[src/rtl/bf16_cvt_pkg.sv]
package bf16_cvt_pkg;

  // Classification of an incoming floating-point word.
  typedef enum logic [2:0] {
    FC_ZERO = 3'd0,
    FC_SUBN = 3'd1,
    FC_NORM = 3'd2,
    FC_INF  = 3'd3,
    FC_NAN  = 3'd4
  } fp_class_e;

  // Rounding rule picked per sample.
  typedef enum logic {
    RM_NEAREST_EVEN = 1'b0,
    RM_TOWARD_ZERO  = 1'b1
  } round_mode_e;

endpackage

[src/rtl/bf16_pipe_reg.sv]
module bf16_pipe_reg #(
  parameter int W = 8
) (
  input  logic         clk,
  input  logic         rst,
  input  logic         up_valid,
  output logic         up_ready,
  input  logic [W-1:0] up_data,
  output logic         dn_valid,
  input  logic         dn_ready,
  output logic [W-1:0] dn_data
);

  logic         vld_q;
  logic [W-1:0] dat_q;

  // A stage may load when it is empty or its content leaves this cycle.
  assign up_ready = !vld_q || dn_ready;
  assign dn_valid = vld_q;
  assign dn_data  = dat_q;

  always_ff @(posedge clk) begin
    if (rst) begin
      vld_q <= 1'b0;
    end else if (up_ready) begin
      vld_q <= up_valid;
    end
  end

  always_ff @(posedge clk) begin
    if (up_ready && up_valid) begin
      dat_q <= up_data;
    end
  end

endmodule

[src/rtl/bf16_classify.sv]
module bf16_classify
  import bf16_cvt_pkg::*;
#(
  parameter int EXP_W    = 8,
  parameter int IN_MAN_W = 23
) (
  input  logic [EXP_W+IN_MAN_W:0] word,
  output fp_class_e               cls
);

  logic [EXP_W-1:0]    exp_f;
  logic [IN_MAN_W-1:0] man_f;
  logic                exp_max, exp_min, man_nz;

  assign exp_f   = word[EXP_W+IN_MAN_W-1:IN_MAN_W];
  assign man_f   = word[IN_MAN_W-1:0];
  assign exp_max = &exp_f;
  assign exp_min = ~|exp_f;
  assign man_nz  = |man_f;

  always_comb begin
    if (exp_max)      cls = man_nz ? FC_NAN : FC_INF;
    else if (exp_min) cls = man_nz ? FC_SUBN : FC_ZERO;
    else              cls = FC_NORM;
  end

endmodule

[src/rtl/bf16_round.sv]
module bf16_round
  import bf16_cvt_pkg::*;
#(
  parameter int EXP_W     = 8,
  parameter int IN_MAN_W  = 23,
  parameter int OUT_MAN_W = 7
) (
  input  logic [EXP_W+IN_MAN_W:0]  word,
  input  fp_class_e                cls,
  input  round_mode_e              mode,
  output logic [EXP_W+OUT_MAN_W:0] result
);

  localparam int IN_W  = 1 + EXP_W + IN_MAN_W;
  localparam int OUT_W = 1 + EXP_W + OUT_MAN_W;
  localparam int DROP  = IN_MAN_W - OUT_MAN_W;
  localparam logic [OUT_W-1:0] QUIET_BIT = OUT_W'(1) << (OUT_MAN_W - 1);

  logic [OUT_W-1:0] kept;
  logic             guard_b, sticky_b, bump;

  assign kept     = word[IN_W-1:DROP];
  assign guard_b  = word[DROP-1];
  assign sticky_b = |word[DROP-2:0];

  // Round up when above half, or exactly half with an odd kept LSB.
  always_comb begin
    bump = 1'b0;
    if (mode == RM_NEAREST_EVEN && (cls == FC_NORM || cls == FC_SUBN)) begin
      bump = guard_b && (sticky_b || kept[0]);
    end
  end

  // The carry out of the fraction flows into the exponent field; from the
  // largest finite magnitude it lands exactly on infinity.
  always_comb begin
    case (cls)
      FC_NAN:          result = kept | QUIET_BIT;
      FC_ZERO, FC_INF: result = kept;
      default:         result = kept + OUT_W'(bump);
    endcase
  end

endmodule

[src/rtl/fp32_to_bf16.sv]
module fp32_to_bf16
  import bf16_cvt_pkg::*;
#(
  parameter int EXP_W     = 8,
  parameter int IN_MAN_W  = 23,
  parameter int OUT_MAN_W = 7
) (
  input  logic                     clk,
  input  logic                     rst,
  input  logic                     in_valid,
  output logic                     in_ready,
  input  logic [EXP_W+IN_MAN_W:0]  in_data,
  input  logic                     in_mode,
  output logic                     out_valid,
  input  logic                     out_ready,
  output logic [EXP_W+OUT_MAN_W:0] out_data
);

  localparam int IN_W  = 1 + EXP_W + IN_MAN_W;
  localparam int OUT_W = 1 + EXP_W + OUT_MAN_W;

  typedef struct packed {
    round_mode_e      mode;
    fp_class_e        cls;
    logic [IN_W-1:0]  word;
  } stage1_t;

  localparam int S1_W = $bits(stage1_t);

  fp_class_e        cls_in;
  stage1_t          s1_in, s1_out;
  logic [S1_W-1:0]  s1_bits;
  logic             s1_valid, s1_ready;
  logic [OUT_W-1:0] rounded;

  bf16_classify #(
    .EXP_W    (EXP_W),
    .IN_MAN_W (IN_MAN_W)
  ) u_classify (
    .word (in_data),
    .cls  (cls_in)
  );

  always_comb begin
    s1_in.mode = round_mode_e'(in_mode);
    s1_in.cls  = cls_in;
    s1_in.word = in_data;
  end

  // Stage 1: classified input.
  bf16_pipe_reg #(
    .W (S1_W)
  ) u_stage1 (
    .clk      (clk),
    .rst      (rst),
    .up_valid (in_valid),
    .up_ready (in_ready),
    .up_data  (s1_in),
    .dn_valid (s1_valid),
    .dn_ready (s1_ready),
    .dn_data  (s1_bits)
  );

  assign s1_out = stage1_t'(s1_bits);

  bf16_round #(
    .EXP_W     (EXP_W),
    .IN_MAN_W  (IN_MAN_W),
    .OUT_MAN_W (OUT_MAN_W)
  ) u_round (
    .word   (s1_out.word),
    .cls    (s1_out.cls),
    .mode   (s1_out.mode),
    .result (rounded)
  );

  // Stage 2: registered result driving the output stream.
  bf16_pipe_reg #(
    .W (OUT_W)
  ) u_stage2 (
    .clk      (clk),
    .rst      (rst),
    .up_valid (s1_valid),
    .up_ready (s1_ready),
    .up_data  (rounded),
    .dn_valid (out_valid),
    .dn_ready (out_ready),
    .dn_data  (out_data)
  );

endmodule

[config.mk]
export PLATFORM = sky130hd
export DESIGN_NAME = fp32_to_bf16
export DESIGN_NICKNAME = d
export VERILOG_FILES = /design/src/rtl/bf16_cvt_pkg.sv /design/src/rtl/bf16_pipe_reg.sv /design/src/rtl/bf16_classify.sv /design/src/rtl/bf16_round.sv /design/src/rtl/fp32_to_bf16.sv
export SDC_FILE = /design/constraint.sdc
export NUM_CORES = 1
export LEC_CHECK = 0
export BUFFER_PORTS_ARGS = -buffer_cell sky130_fd_sc_hd__buf_4
export CORE_AREA = 3 3 82 64
export CTS_CLUSTER_SIZE = 40
export DETAILED_ROUTE_END_ITERATION = 6
export DIE_AREA = 0 0 85 67
export PLACE_DENSITY = 0.74
export SLEW_MARGIN = 15
export SYNTH_ARGS = -nofsm -noshare
export SYNTH_HDL_FRONTEND = slang
export SYNTH_HIERARCHICAL = 1
export SYNTH_SLANG_ARGS = --single-unit
[constraint.sdc]
create_clock -name clk -period 6.2 [get_ports clk]
set_clock_uncertainty 0.1 [all_clocks]
set_input_delay 0.62 -clock clk [delete_from_list [all_inputs] [get_ports clk]]
set_output_delay 0.62 -clock clk [all_outputs]
set_load 0.05 [all_outputs]
Word-level counts from Yosys, hierarchy flattened. Cells that the tools add are included.

Muxes and demuxes: 6. Reductions and logical operators: 16. Equality and inequality tests: 4. Bitwise operators: 1. Add/subtract/negate cells: 1.

Operators with widths (number): 16-bit case mux with 2 select lines (1); 23-bit OR reduction (1); 16-bit by 1-bit adder with 16-bit output (1); 15-bit OR reduction (1); 3-bit two-way mux (3); 8-bit AND reduction (1); 8-bit OR reduction (1); 3-bit by 2-bit == test with 1-bit output (second input constant) (2); 1-bit logical AND (4); 1-bit logical OR (4); 3-bit by 1-bit == test with 1-bit output (second input constant) (1); 3-bit == test (second input constant) (1); 3-bit logical NOT (1); 1-bit logical NOT (2); 1-bit two-way mux (2); 2-bit OR reduction (1); 1-bit inverter (1).

Logic and storage cells: 32. Bits of input ports: 37. Register bits after elaboration: 54.

Logic depth before layout (Yosys ltp).
Depth in word-level cells: 6. Mapped depth: 9.

Cells and area by module. Netlist, hierarchy kept.

By module, submodules not included: bf16_pipe_reg at u_stage1 (instances 1, cells an instance 41, area an instance 1136.1 sq um); bf16_pipe_reg at u_stage2 (instances 1, cells an instance 21, area an instance 535.5 sq um); bf16_round (instances 1, cells an instance 63, area an instance 454.2 sq um); bf16_classify (instances 1, cells an instance 18, area an instance 115.1 sq um).

Worst setup path before layout. Ideal clock, no wire load.

Path kind: reg2reg. Start: register u_stage1.dat_q[34] (netlist: u_stage1/dn_data[34]). End: register u_stage2.dat_q[12] (netlist: u_stage2/dn_data[12]), data pin. Cell stages (with the launch flop): 10. Data arrival time: 1804 ps. Slack: 4038 ps. Cells stage by stage: edfxtp_1 nor2_1 nand2_1 nor4bb_1 ha_1 ha_1 o21ai_0 a21oi_2 nand4_1 xnor2_1.

Cells in the longest elaborated chain, start to end: 6.

RTL lines: from (decl) (RTL line bf16_pipe_reg.sv:15) `logic [W-1:0] dat_q;`; from (signal assigned) (RTL line bf16_pipe_reg.sv:32) `dat_q <= up_data;`; 3-bit by 2-bit == test with 1-bit output or 3-bit by 1-bit == test with 1-bit output (tied branches) (RTL line bf16_round.sv:29) `if (mode == RM_NEAREST_EVEN && (cls == FC_NORM || cls == FC_SUBN)) begin`; 1-bit logical OR (RTL line bf16_round.sv:29); 1-bit logical AND (RTL line bf16_round.sv:29); 1-bit two-way mux (RTL line bf16_round.sv:29); 16-bit by 1-bit adder with 16-bit output (RTL line bf16_round.sv:40) `default: result = kept + OUT_W'(bump);`; 16-bit case mux with 2 select lines (*) (RTL line bf16_round.sv:37) `case (cls)`; net rounded[12] (RTL line fp32_to_bf16.sv:34) `logic [OUT_W-1:0] rounded;`; to (signal assigned) (RTL line bf16_pipe_reg.sv:32); to (decl) (RTL line bf16_pipe_reg.sv:15).

Mark *: on every way through the listed nets, which the timed path passes. The rest lies on a longest branch. A chain may end at the register's enable or synchronous reset.

Worst setup path after layout.
Start: register u_stage1.dat_q[32] (netlist: u_stage1/dn_data[32]). End: register u_stage2.dat_q[12] (netlist: u_stage2/dn_data[12]), data pin.

The elaborated chain is that of the path after synthesis.

==> flow_summary.toml <==
[run_status]
run_status = "complete, no violations"

[yosys]
ys_types = 34
synthCells = 143
synth_area_sq_mm = 0.00224
synth.area.top_cells = "edfxtp_1 (70%), xnor2_1 (4.3%), nor4_1 (2.8%)"
synth_async_sr_flop_share_pct = 0
ys_seq_area_share_pct = 71.5
yosysWarnings = 6
synth.avg_cell_area_sq_um = 15.7
synth-edff-count = 52
synth_top_flop_cell = "edfxtp_1"
synth_common_cells = "edfxtp_1 (52), nand2_1 (11), xnor2_1 (11), nor4_1 (10), nand4_1 (9)"
synth_nets = 182
yosys.area.top_type = "edfxtp_1"
ys_ff_latch = 54
synth_top_area_share_pct = 69.7
yosysMostFrequentCell = "edfxtp_1"

[route]
ant_nets = 0
wl_met2_mm = 2.05
wl_per_cell_um = 15.8
num_vias = 1409
route.met3.wl_um = 293
first_pass_iters = 4
vias_per_cell = 5.40
drt_iter0_drc = 121
wl_mm = 4.13
drcViolationCount = 0
top_layer_used = "met4"
wl_met1_mm = 1.75

[global_routing]
grt_first_pass_wirelength_mm = 6.60
grt_use_total_pct = 15.3
grt_max_degree = 37
antenna_found_initial = 0
grt_pass1_vias = 1441
grt_overflow = 0

[clocking]
cts_setup_buffers = 0
cts_hold_buf = 0
clk_path_buf_depth = 2
cts_root_buf = "clkbuf_8"
cts_tree = "built"
clkLatencyLatePin_ns = 0.29
cts_htree_levels = 2
numCtsBuffers = 5
cts_resized = 0
cts_sinks = 54
clk_pin_slew_worst_paths_ns = 0.08

[floorplan]
dieWidth_um = 85
rows = 21
io_pins = 55
design.core.area_sq_mm = 0.00449
die_h_um = 67
dieArea_sq_mm = 0.00570
start_util_pct = 49.9

[placed_design]
placed_area_sq_mm = 0.00271
dpl.hpwl_mm = 3.25
gp_congestion = 0.873
numPortBuffers = 54

[finish]
num-nets-final = 242
syn2layout_area_growth_pct = 24.3
stdcell_area_sq_mm = 0.00279
drive_above_1_share_pct = 36.3
multi_input_area_sq_um = 617
n_antenna_cell = 0
seqCellArea_sq_mm = 0.00160
num-fill-cells = 358

[power_and_ir_drop]
clock_power_share_pct = 26.0
switching_power_uw = 151
seqPwrFrac_pct = 63.3
leakage_uw = 0.00101
intPower_uw = 534
p_per_area_mw_per_mm2 = 246
p_sw_share_pct = 22.1
comb_power_share_pct = 10.7
ir_drop_uv = 163

[worst_setup_path]
worstPathBufferInverterCount = 0
critPathArrivalTime_ns = 2.52
crit_family = "simple AND/OR/NAND/NOR gates"
cpPeakStageDelay_ns = 0.54
cp_max_fo = 8
worstPathRequired_ns = 6.15
path_common_cell = "ha_1"
crit_type = "reg -> reg"
worstPathCellList = "nor2_1, nor4bb_1, ha_1, ha_1, o21ai_0, a21oi_2, nand4_1, xnor2_1"
endpoint_kind = "register"
critPathSlowestCell = "edfxtp_1"
startpoint_type = "register"

[sta]
fmax_mhz = 389
finalSetupViolCount = 0
slew_viol_final = 0
rsz0062_at_grt = "no"
max_slew_margin_pct = 69.9
period_share_pct = 41.5
tightest_slew_ns = 0.451
final_hold_viol_count = 0
fin_crit_ns = 2.57
fin_setup_tns_ns = 0

[min_path]
worst_hold_path_type = "in -> reg"

[run]
cap_violations = 0
-- per-stage QoR --
| step | instances | total power (uW) | worst slack (ns) | hold slack, ns | util, % |
|---|---|---|---|---|---|
| 2_1_floorplan | 143 | 478 | 4.04 | 0.374 | - |
| 3_3_place_gp | 253 | 512 | 3.85 | 0.382 | 60.2 |
| 3_5_place_dp | 253 | 516 | 3.68 | 0.406 | 60.2 |
| 4_1_cts | 261 | 691 | 3.68 | 0.388 | 62.0 |
| 5_1_grt | 261 | 716 | 3.51 | 0.380 | 62.0 |
| 6_report | 261 | 685 | 3.63 | 0.397 | 62.0 |
-- placed cells by master, fill, tap and decap left out, drive strengths merged, types with 2 or more instances in the layout --
| cell | Yosys | layout |
|---|---|---|
| buf | 1 | 54 |
| edfxtp | 52 | 52 |
| nand2 | 11 | 11 |
| xnor2 | 11 | 11 |
| nor4 | 11 | 11 |
| nand4 | 9 | 9 |
| clkbuf | 0 | 8 |
| nand3 | 5 | 5 |
| nor2 | 5 | 5 |
| a21oi | 4 | 4 |
| nor3 | 3 | 3 |
| and3 | 3 | 3 |
| inv | 3 | 3 |
| mux2 | 2 | 2 |
| xor2 | 2 | 2 |
| ha | 2 | 2 |
| nand2b | 2 | 2 |
| and2 | 2 | 2 |
| dfxtp | 2 | 2 |
-- worst register-to-register path: stages (launching register included) --
cell and delay, ns:
edfxtp_1 0.54, nor2_1 0.17, nor4bb_1 0.33, ha_1 0.24, ha_1 0.22, o21ai_0 0.12, a21oi_2 0.27, nand4_1 0.18
xnor2_1 0.16
-- cells by family (layout without fill, tap and decap cells) --
| group | after synthesis | in the layout | share of synthesized area (%) |
|---|---|---|---|
| multiplexers | 3 | 3 | 1.45 |
| buffers and inverters | 4 | 65 | 1.00 |
| XOR/XNOR | 13 | 13 | 5.08 |
| adder cells (fa/ha/maj) | 2 | 2 | 1.12 |
| flip-flops | 54 | 54 | 71.5 |
| AND/OR/NAND/NOR | 57 | 57 | 15.9 |
| AO/OA/AOI/OAI | 10 | 10 | 4.02 |
-- final timing paths --
check,from,endpoint,slack (ns),depth (start not counted)
worst min register to register,u_stage2/dn_valid,u_stage2/dn_valid,0.42,2
worst max register to register,u_stage1/dn_data[32],u_stage2/dn_data[12],3.63,8
worst max-delay path,u_stage1/dn_data[32],u_stage2/dn_data[12],3.63,8
worst min-delay path,rst,u_stage1/dn_valid,0.40,2
-- flip-flops by register name, summed over array words and instances (netlist names) --
name	cells
u_stage1/dn_data	36
u_stage2/dn_data	16
u_stage1/dn_valid	1
u_stage2/dn_valid	1
-- metal layers --
metal / global-route usage, % / vias up
li1: - / 681
met1: 18.9 / 672
met2: 25.8 / 51
met3: 4.94 / 5
met4: 4.94 / 0
met5: 0 / -
-- power by group through the flow --
stage	Clock [uW]	Sequential, uW	Combinational, uW
after floorplan	0	458	20.9
after global placement	0	441	71.4
after detailed placement	0	442	73.9
after CTS	183	434	74.1
after global routing	201	436	78.5
final	178	434	73.6
-- cell type report --
type	instances	share of cell area, %
Multi-Input combinational cell	85	22.1
Timing Repair Buffer	54	14.5
Inverter	3	0.404
Clock buffer	8	2.87
Tap cell	57	2.56
Sequential cell	54	57.5
No activity file was read; power rests on OpenSTA's default activity.
